===== src/rtl/frm_pkg.sv =====
package frm_pkg;
    parameter int XW = 16;   // sample width
    parameter int CW = 18;   // coefficient width
    parameter int FB = 15;   // coefficient fractional bits

    localparam int AW   = CW + 2;        // derived gain needs two more bits
    localparam int ACCW = XW + AW + 4;   // accumulator with headroom

    typedef logic signed [XW-1:0]   smp_t;
    typedef logic signed [CW-1:0]   coef_t;
    typedef logic signed [AW-1:0]   gain_t;
    typedef logic signed [ACCW-1:0] acc_t;

    localparam gain_t A_ONE = gain_t'(1) <<< FB;
    localparam acc_t  S_HI  = acc_t'((2 ** (XW - 1)) - 1);
    localparam acc_t  S_LO  = -acc_t'(2 ** (XW - 1));

    // round half up, then clamp to the sample range
    function automatic acc_t round_q(acc_t s);
        return (s + (acc_t'(1) <<< (FB - 1))) >>> FB;
    endfunction

    function automatic smp_t clamp_s(acc_t r);
        if (r > S_HI) return smp_t'(S_HI);
        if (r < S_LO) return smp_t'(S_LO);
        return smp_t'(r);
    endfunction
endpackage


===== src/rtl/frm_coef.sv =====
module frm_coef
    import frm_pkg::*;
(
    input  logic  clk,
    input  logic  rst_n,
    input  logic  ld,
    input  coef_t b_in,
    input  coef_t c_in,
    output coef_t b_q,
    output coef_t c_q,
    output gain_t a_q
);
    typedef struct packed {
        coef_t b;
        coef_t c;
        gain_t a;
    } cst_t;

    cst_t st_d, st_q;

    always_comb begin
        st_d = st_q;
        if (ld) begin
            st_d.b = b_in;
            st_d.c = c_in;
            st_d.a = A_ONE - gain_t'(b_in) - gain_t'(c_in);
        end
    end

    always_ff @(posedge clk or negedge rst_n) begin
        if (!rst_n) begin
            st_q.b <= '0;
            st_q.c <= '0;
            st_q.a <= A_ONE;
        end else begin
            st_q <= st_d;
        end
    end

    assign b_q = st_q.b;
    assign c_q = st_q.c;
    assign a_q = st_q.a;

    // the pair is captured together on a load
    assert_pair_load_R6: assert property (@(posedge clk) disable iff (!rst_n)
        ld |=> (b_q == $past(b_in)) && (c_q == $past(c_in)));

    // without a load the gain never moves
    assert_gain_hold_R6: assert property (@(posedge clk) disable iff (!rst_n)
        !ld |=> $stable(a_q));
endmodule


===== src/rtl/frm_mac.sv =====
module frm_mac
    import frm_pkg::*;
(
    input  logic  clk,
    input  logic  rst_n,
    input  logic  clr,
    input  logic  in_valid,
    input  smp_t  in_data,
    input  gain_t a_in,
    input  coef_t b_in,
    input  coef_t c_in,
    output logic  in_ready,
    output logic  out_valid,
    output smp_t  out_data
);
    typedef struct packed {
        logic busy;   // products registered, sum pending
        acc_t px;
        acc_t py1;
        acc_t py2;
        smp_t y1;
        smp_t y2;
        logic ov;
        smp_t od;
    } mst_t;

    mst_t st_d, st_q;
    logic take;
    acc_t sum_w;
    acc_t rnd_w;

    assign take  = in_valid && !st_q.busy;
    assign sum_w = st_q.px + st_q.py1 + st_q.py2;
    assign rnd_w = round_q(sum_w);

    always_comb begin
        st_d      = st_q;
        st_d.busy = take;
        st_d.ov   = st_q.busy;
        if (take) begin
            st_d.px  = acc_t'(in_data) * acc_t'(a_in);
            st_d.py1 = acc_t'(st_q.y1) * acc_t'(b_in);
            st_d.py2 = acc_t'(st_q.y2) * acc_t'(c_in);
        end
        if (st_q.busy) begin
            st_d.od = clamp_s(rnd_w);
            st_d.y2 = st_q.y1;
            st_d.y1 = clamp_s(rnd_w);
        end
        if (clr) begin
            st_d.y1 = '0;
            st_d.y2 = '0;
        end
    end

    always_ff @(posedge clk or negedge rst_n) begin
        if (!rst_n) st_q <= '0;
        else        st_q <= st_d;
    end

    assign in_ready  = !st_q.busy;
    assign out_valid = st_q.ov;
    assign out_data  = st_q.od;

    assert_out_latency_R4: assert property (@(posedge clk) disable iff (!rst_n)
        out_valid |-> $past(in_valid && in_ready, 2));

    assert_out_pulse_R4: assert property (@(posedge clk) disable iff (!rst_n)
        out_valid |=> !out_valid);

    assert_ready_drop_R5: assert property (@(posedge clk) disable iff (!rst_n)
        (in_valid && in_ready) |=> !in_ready);

    assert_hist_clear_R7: assert property (@(posedge clk) disable iff (!rst_n)
        clr |=> (st_q.y1 == '0) && (st_q.y2 == '0));

    assert_clip_high_R3: assert property (@(posedge clk) disable iff (!rst_n)
        (st_q.busy && (rnd_w > S_HI)) |=> (out_data == smp_t'(S_HI)));

    assert_clip_low_R3: assert property (@(posedge clk) disable iff (!rst_n)
        (st_q.busy && (rnd_w < S_LO)) |=> (out_data == smp_t'(S_LO)));
endmodule


===== src/rtl/formant_resonator.sv =====
module formant_resonator
    import frm_pkg::*;
(
    input  logic                 clk,
    input  logic                 rst_n,
    input  logic                 clr,
    input  logic                 coef_ld,
    input  logic signed [CW-1:0] coef_b,
    input  logic signed [CW-1:0] coef_c,
    input  logic                 in_valid,
    output logic                 in_ready,
    input  logic signed [XW-1:0] in_data,
    output logic                 out_valid,
    output logic signed [XW-1:0] out_data
);
    coef_t b_w, c_w;
    gain_t a_w;

    frm_coef i_coef (
        .clk  (clk),
        .rst_n(rst_n),
        .ld   (coef_ld),
        .b_in (coef_b),
        .c_in (coef_c),
        .b_q  (b_w),
        .c_q  (c_w),
        .a_q  (a_w)
    );

    frm_mac i_mac (
        .clk      (clk),
        .rst_n    (rst_n),
        .clr      (clr),
        .in_valid (in_valid),
        .in_data  (in_data),
        .a_in     (a_w),
        .b_in     (b_w),
        .c_in     (c_w),
        .in_ready (in_ready),
        .out_valid(out_valid),
        .out_data (out_data)
    );
endmodule


===== config.mk =====
export PLATFORM = sky130hd
export DESIGN_NAME = formant_resonator
export DESIGN_NICKNAME = d
export VERILOG_FILES = /design/src/rtl/frm_pkg.sv /design/src/rtl/frm_coef.sv /design/src/rtl/frm_mac.sv /design/src/rtl/formant_resonator.sv
export SDC_FILE = /design/constraint.sdc
export NUM_CORES = 2
export LEC_CHECK = 0
export ABC_AREA = 1
export BUFFER_PORTS_ARGS = -buffer_cell sky130_fd_sc_hd__buf_4
export CAP_MARGIN = 10
export CORE_MARGIN = 2
export CORE_UTILIZATION = 30
export CTS_BUF_LIST = sky130_fd_sc_hd__clkbuf_4 sky130_fd_sc_hd__clkbuf_8 sky130_fd_sc_hd__clkbuf_16
export CTS_CLUSTER_SIZE = 28
export DETAILED_ROUTE_END_ITERATION = 8
export GPL_TIMING_DRIVEN = 0
export HOLD_SLACK_MARGIN = 0.03
export PLACE_DENSITY = 0.48
export SYNTH_ARGS = -nofsm -noshare
export SYNTH_HDL_FRONTEND = slang
export SYNTH_SLANG_ARGS = --single-unit

===== constraint.sdc =====
create_clock -name clk -period 11.3 [get_ports clk]
set_clock_uncertainty 0.15 [all_clocks]
set_input_delay 1.695 -clock clk [delete_from_list [all_inputs] [get_ports clk]]
set_output_delay 1.695 -clock clk [all_outputs]
set_load 0.05 [all_outputs]

==> metrics.md <==
| Metric | Value |
|---|---|
| Status | finished clean |
| Worst-path fanout max | 10 |
| Most frequent CP cell | fa_1 |
| Number of max-cap violations | 0 |
| #FFs+latches synth | 210 |
| Share of post-route cells with drive strength above 1 | 3.49% |
| Mapped Area | 0.0473 mm^2 |
| CP cell instances | clkbuf_1 -> nand2_1 -> inv_1 -> fa_1 -> fa_1 -> fa_1 -> fa_1 -> fa_1 -> inv_1 -> fa_1 -> inv_1 -> ha_1 -> nand2_1 -> nor4_1 -> nand3_1 -> nand3_1 -> nand2_1 -> nand2_1 -> a21oi_1 -> or2_2 -> a31oi_1 |
| WHS Endpoint | i_mac.st_q[58] |
| Slowest stage cell on the critical path | fa_1 |
| Clock-pin slew on the worst setup and hold paths | 0.06 ns |
| # DRC | 0 |
| Sink Count | 210 |
| GR Overflow Total | 0 |
| Most frequent cells in the layout | inv_1, nand2_1, fa_1 |
| CP endpoint kind | flip-flop |
| Final min period | 7.98 ns |
| Register area share after synthesis | 11.1% |
| TNS Setup | 0 ns |
| RSZ-0062 raised after global routing | no |
| Wire length per cell | around 19 um |
| First-pass GRT wire length | 240 mm |
| Post-DP HPWL | 132 mm |
| Setup Crit Path Kind | in2reg |
| Setup Fix Bufs, Post-CTS | 0 |
| Clk buf depth | 3 |
| Clock Tree Root | clkbuf_16 |
| Hold_buf cts | 0 |
| Clk_lat worst skew | 0.56 ns |
| Final core utilization | 32.7% |
| Setup crit start kind | input pin |
| Fin. max-slew vios | 0 |
| CTS Buf Count | 26 |
| Initial core utilization | a little under a third |
| Fmax | 0.125 GHz |
| Final Cycle Share | around 70% |
| Mapped Cells | 5991 |
| Synth cell types | 51 |
| Routed WL | 154 mm |
| Most common cell after layout, fill and taps aside | inv_1 |
| Full die area | 0.161 mm^2 |
| Worst path bufs/invs | 4 |
| Final net count | ~7400 |
| Rows | around 150 |
| Fill cells | ~17000 |
| Area of the multi-input gates | ~0.034 mm^2 |
| Number of global-route vias before repair | 39318 |
| CORE AREA | 0.156 mm^2 |
| R2R depth | 25 |
| Drt pass-1 iters | 6 |
| Synth Area per Inst | 7.89 um^2 |
| Worst R2R End | i_mac.st_q[87] |
| Hold Crit Depth | 2 |
| GRT Util Overall | around 20% |
| Vias | 37162 |
| DRT antenna net count | 0 |
| Hold WC Path Type | reg2reg |
| 1st-iter DRT viols | 2616 |
| FF-to-FF Start | i_coef.c_q[12] |
| Worst reg2reg setup slack | 3.79 ns |
| Ys async rst share | 100% |
| Io pins | 75 |
| FF+latch area | approximately 0.0053 mm^2 |
| Vias per cell | 4.56 |
| Number of port buffers | 58 |
| Synthesized net count | 7351 |
| Critical Path AT | 8.29 ns |
| Rel. slew slack | between 10% and 20% |
| Initial antenna violation count | 6 |
| Area growth, synth to finish | 8.28% |
| Final-report hold violation count | 0 |
| DIE HEIGHT | 401 um |
| CTS resizes | 0 |
| Synth Flop Type | dfrtp_1 |
| Die Span X | 401 um |
| Synth warn | 0 |
| Top cell family by delay on the critical path | adder cells |
| GP Congestion | 0.916 |
| Hold Startpoint | i_mac.st_q[58] |
| # setup viols final | 0 |
| Largest stage delay, worst path | 0.88 ns |
| TritonCTS clock tree | yes |
| Worst slew pin tran | 1.29 ns |
| Post-synth EDFFs | 0 |
| H-tree Lvls | 1 |
| Largest net degree at the start of global routing | 111 |
| CP required | between 10 and 15 ns |
cells in the mapped netlist (8+ instances only):
| cell | n | area share, % |
|---|---|---|
| nand3_1 | 110 | 1.2 |
| nand2_2 | 26 | 0.34 |
| inv_1 | 1757 | 14 |
| buf_4 | 16 | 0.25 |
| nor2_2 | 8 | 0.11 |
| nor2_1 | 200 | 1.6 |
| dfrtp_1 | 209 | 11 |
| or2_2 | 40 | 0.53 |
| o21ai_0 | 200 | 2.1 |
| xnor2_1 | 44 | 0.81 |
| xor2_1 | 47 | 0.87 |
| nand4_1 | 14 | 0.19 |
| nor3_1 | 19 | 0.20 |
| a22o_1 | 14 | 0.26 |
| a21o_1 | 12 | 0.19 |
| fa_1 | 934 | 40 |
| o21a_1 | 9 | 0.14 |
| ha_1 | 369 | 9.8 |
| nand2_1 | 1427 | 11 |
| o21bai_1 | 18 | 0.29 |
| a31oi_1 | 28 | 0.37 |
| clkbuf_1 | 239 | 1.9 |
| a21oi_1 | 185 | 2.0 |
worst register-to-register path, stage by stage (launching register included):
cell and delay (ns):
dfrtp_1 0.31, clkbuf_1 0.92, clkbuf_1 0.57, nand2_1 0.18, fa_1 0.55, fa_1 0.53
fa_1 0.51, inv_1 0.05, fa_1 0.51, fa_1 0.51, inv_1 0.06, fa_1 0.48
inv_1 0.09, ha_1 0.40, nand2_1 0.12, inv_1 0.09, a21oi_1 0.06, o21ai_0 0.30
nand2_1 0.10, nand3_1 0.16, nand3_1 0.09, nand2_1 0.12, a21oi_1 0.09, xor2_1 0.35
nand2_1 0.09, nand2_1 0.07
final cells by class:
class	count	area share [%]
tap	2058	5.03
buffer	263	2.10
multi-input combinational	3756	67.1
inverter	1762	12.9
antenna	1	0.00489
clock buffer	40	1.57
timing repair buffer	59	0.919
clock inverter	6	0.120
sequential	210	10.3
worst max path at each step:
stage | startpoint | cells after the start | endpoint | slack [ns]
3_3_place_gp | in_data[1] | 21 | i_mac.st_q[162] | 2.74
4_1_cts | in_data[1] | 21 | i_mac.st_q[162] | 3.33
5_1_grt | in_data[1] | 21 | i_mac.st_q[162] | 2.90
2_1_floorplan | in_data[1] | 21 | i_mac.st_q[162] | 3.99
3_5_place_dp | in_data[1] | 21 | i_mac.st_q[162] | 2.75
6_report | in_data[1] | 21 | i_mac.st_q[162] | 3.32
flip-flops by register name, indices dropped and copies added (netlist names):
signal / flops
i_mac.out_data: 16
i_coef.a_q: 20
i_mac.st_d: 1
i_coef.c_q: 18
i_mac.st_q: 136
i_coef.b_q: 18
i_mac.out_valid: 1
per-layer routing:
| metal | vias up | routed length, um | share of wire (%) | track usage (%) |
|---|---|---|---|---|
| met5 | - | 0 | 0 | 0 |
| met4 | 0 | 3470 | 2.2 | 3.69 |
| met3 | 149 | 8960 | 5.8 | 2.21 |
| met2 | 974 | 71100 | 46 | 32.1 |
| met1 | 18683 | 70700 | 46 | 27.7 |
| li1 | 17356 | - | - | - |
cells by family (layout without fill, tap and decap cells):
logic type                 count (synthesis)  in the layout  synth area share [%]
and+or+nand+nor                         1862           1862                  15.8
adders and majority gates               1303           1303                  49.3
AOI/OAI and AO/OA                        500            500                  5.88
xor gates and xnor gates                  91             91                  1.69
buffers and inverters                   2025           2130                  16.3
other                                      0              1                     0
DFF                                      210            210                  11.1
stage by stage:
| stage | hold slack (ns) | area [um^2] | setup slack, ns | instances |
|---|---|---|---|---|
| after floorplan | 0.284 | 47300 | 3.99 | 5991 |
| after global placement | 0.320 | 50300 | 2.74 | 8107 |
| after CTS | 0.341 | 51200 | 3.33 | 8154 |
| after global routing | 0.365 | 51200 | 2.90 | 8154 |
| final | 0.335 | 51200 | 3.32 | 8155 |
| after detailed placement | 0.327 | 50300 | 2.75 | 8108 |
Power is not shown: default switching activity piles up to over one toggle a cycle in this logic, so the estimate is an artifact.
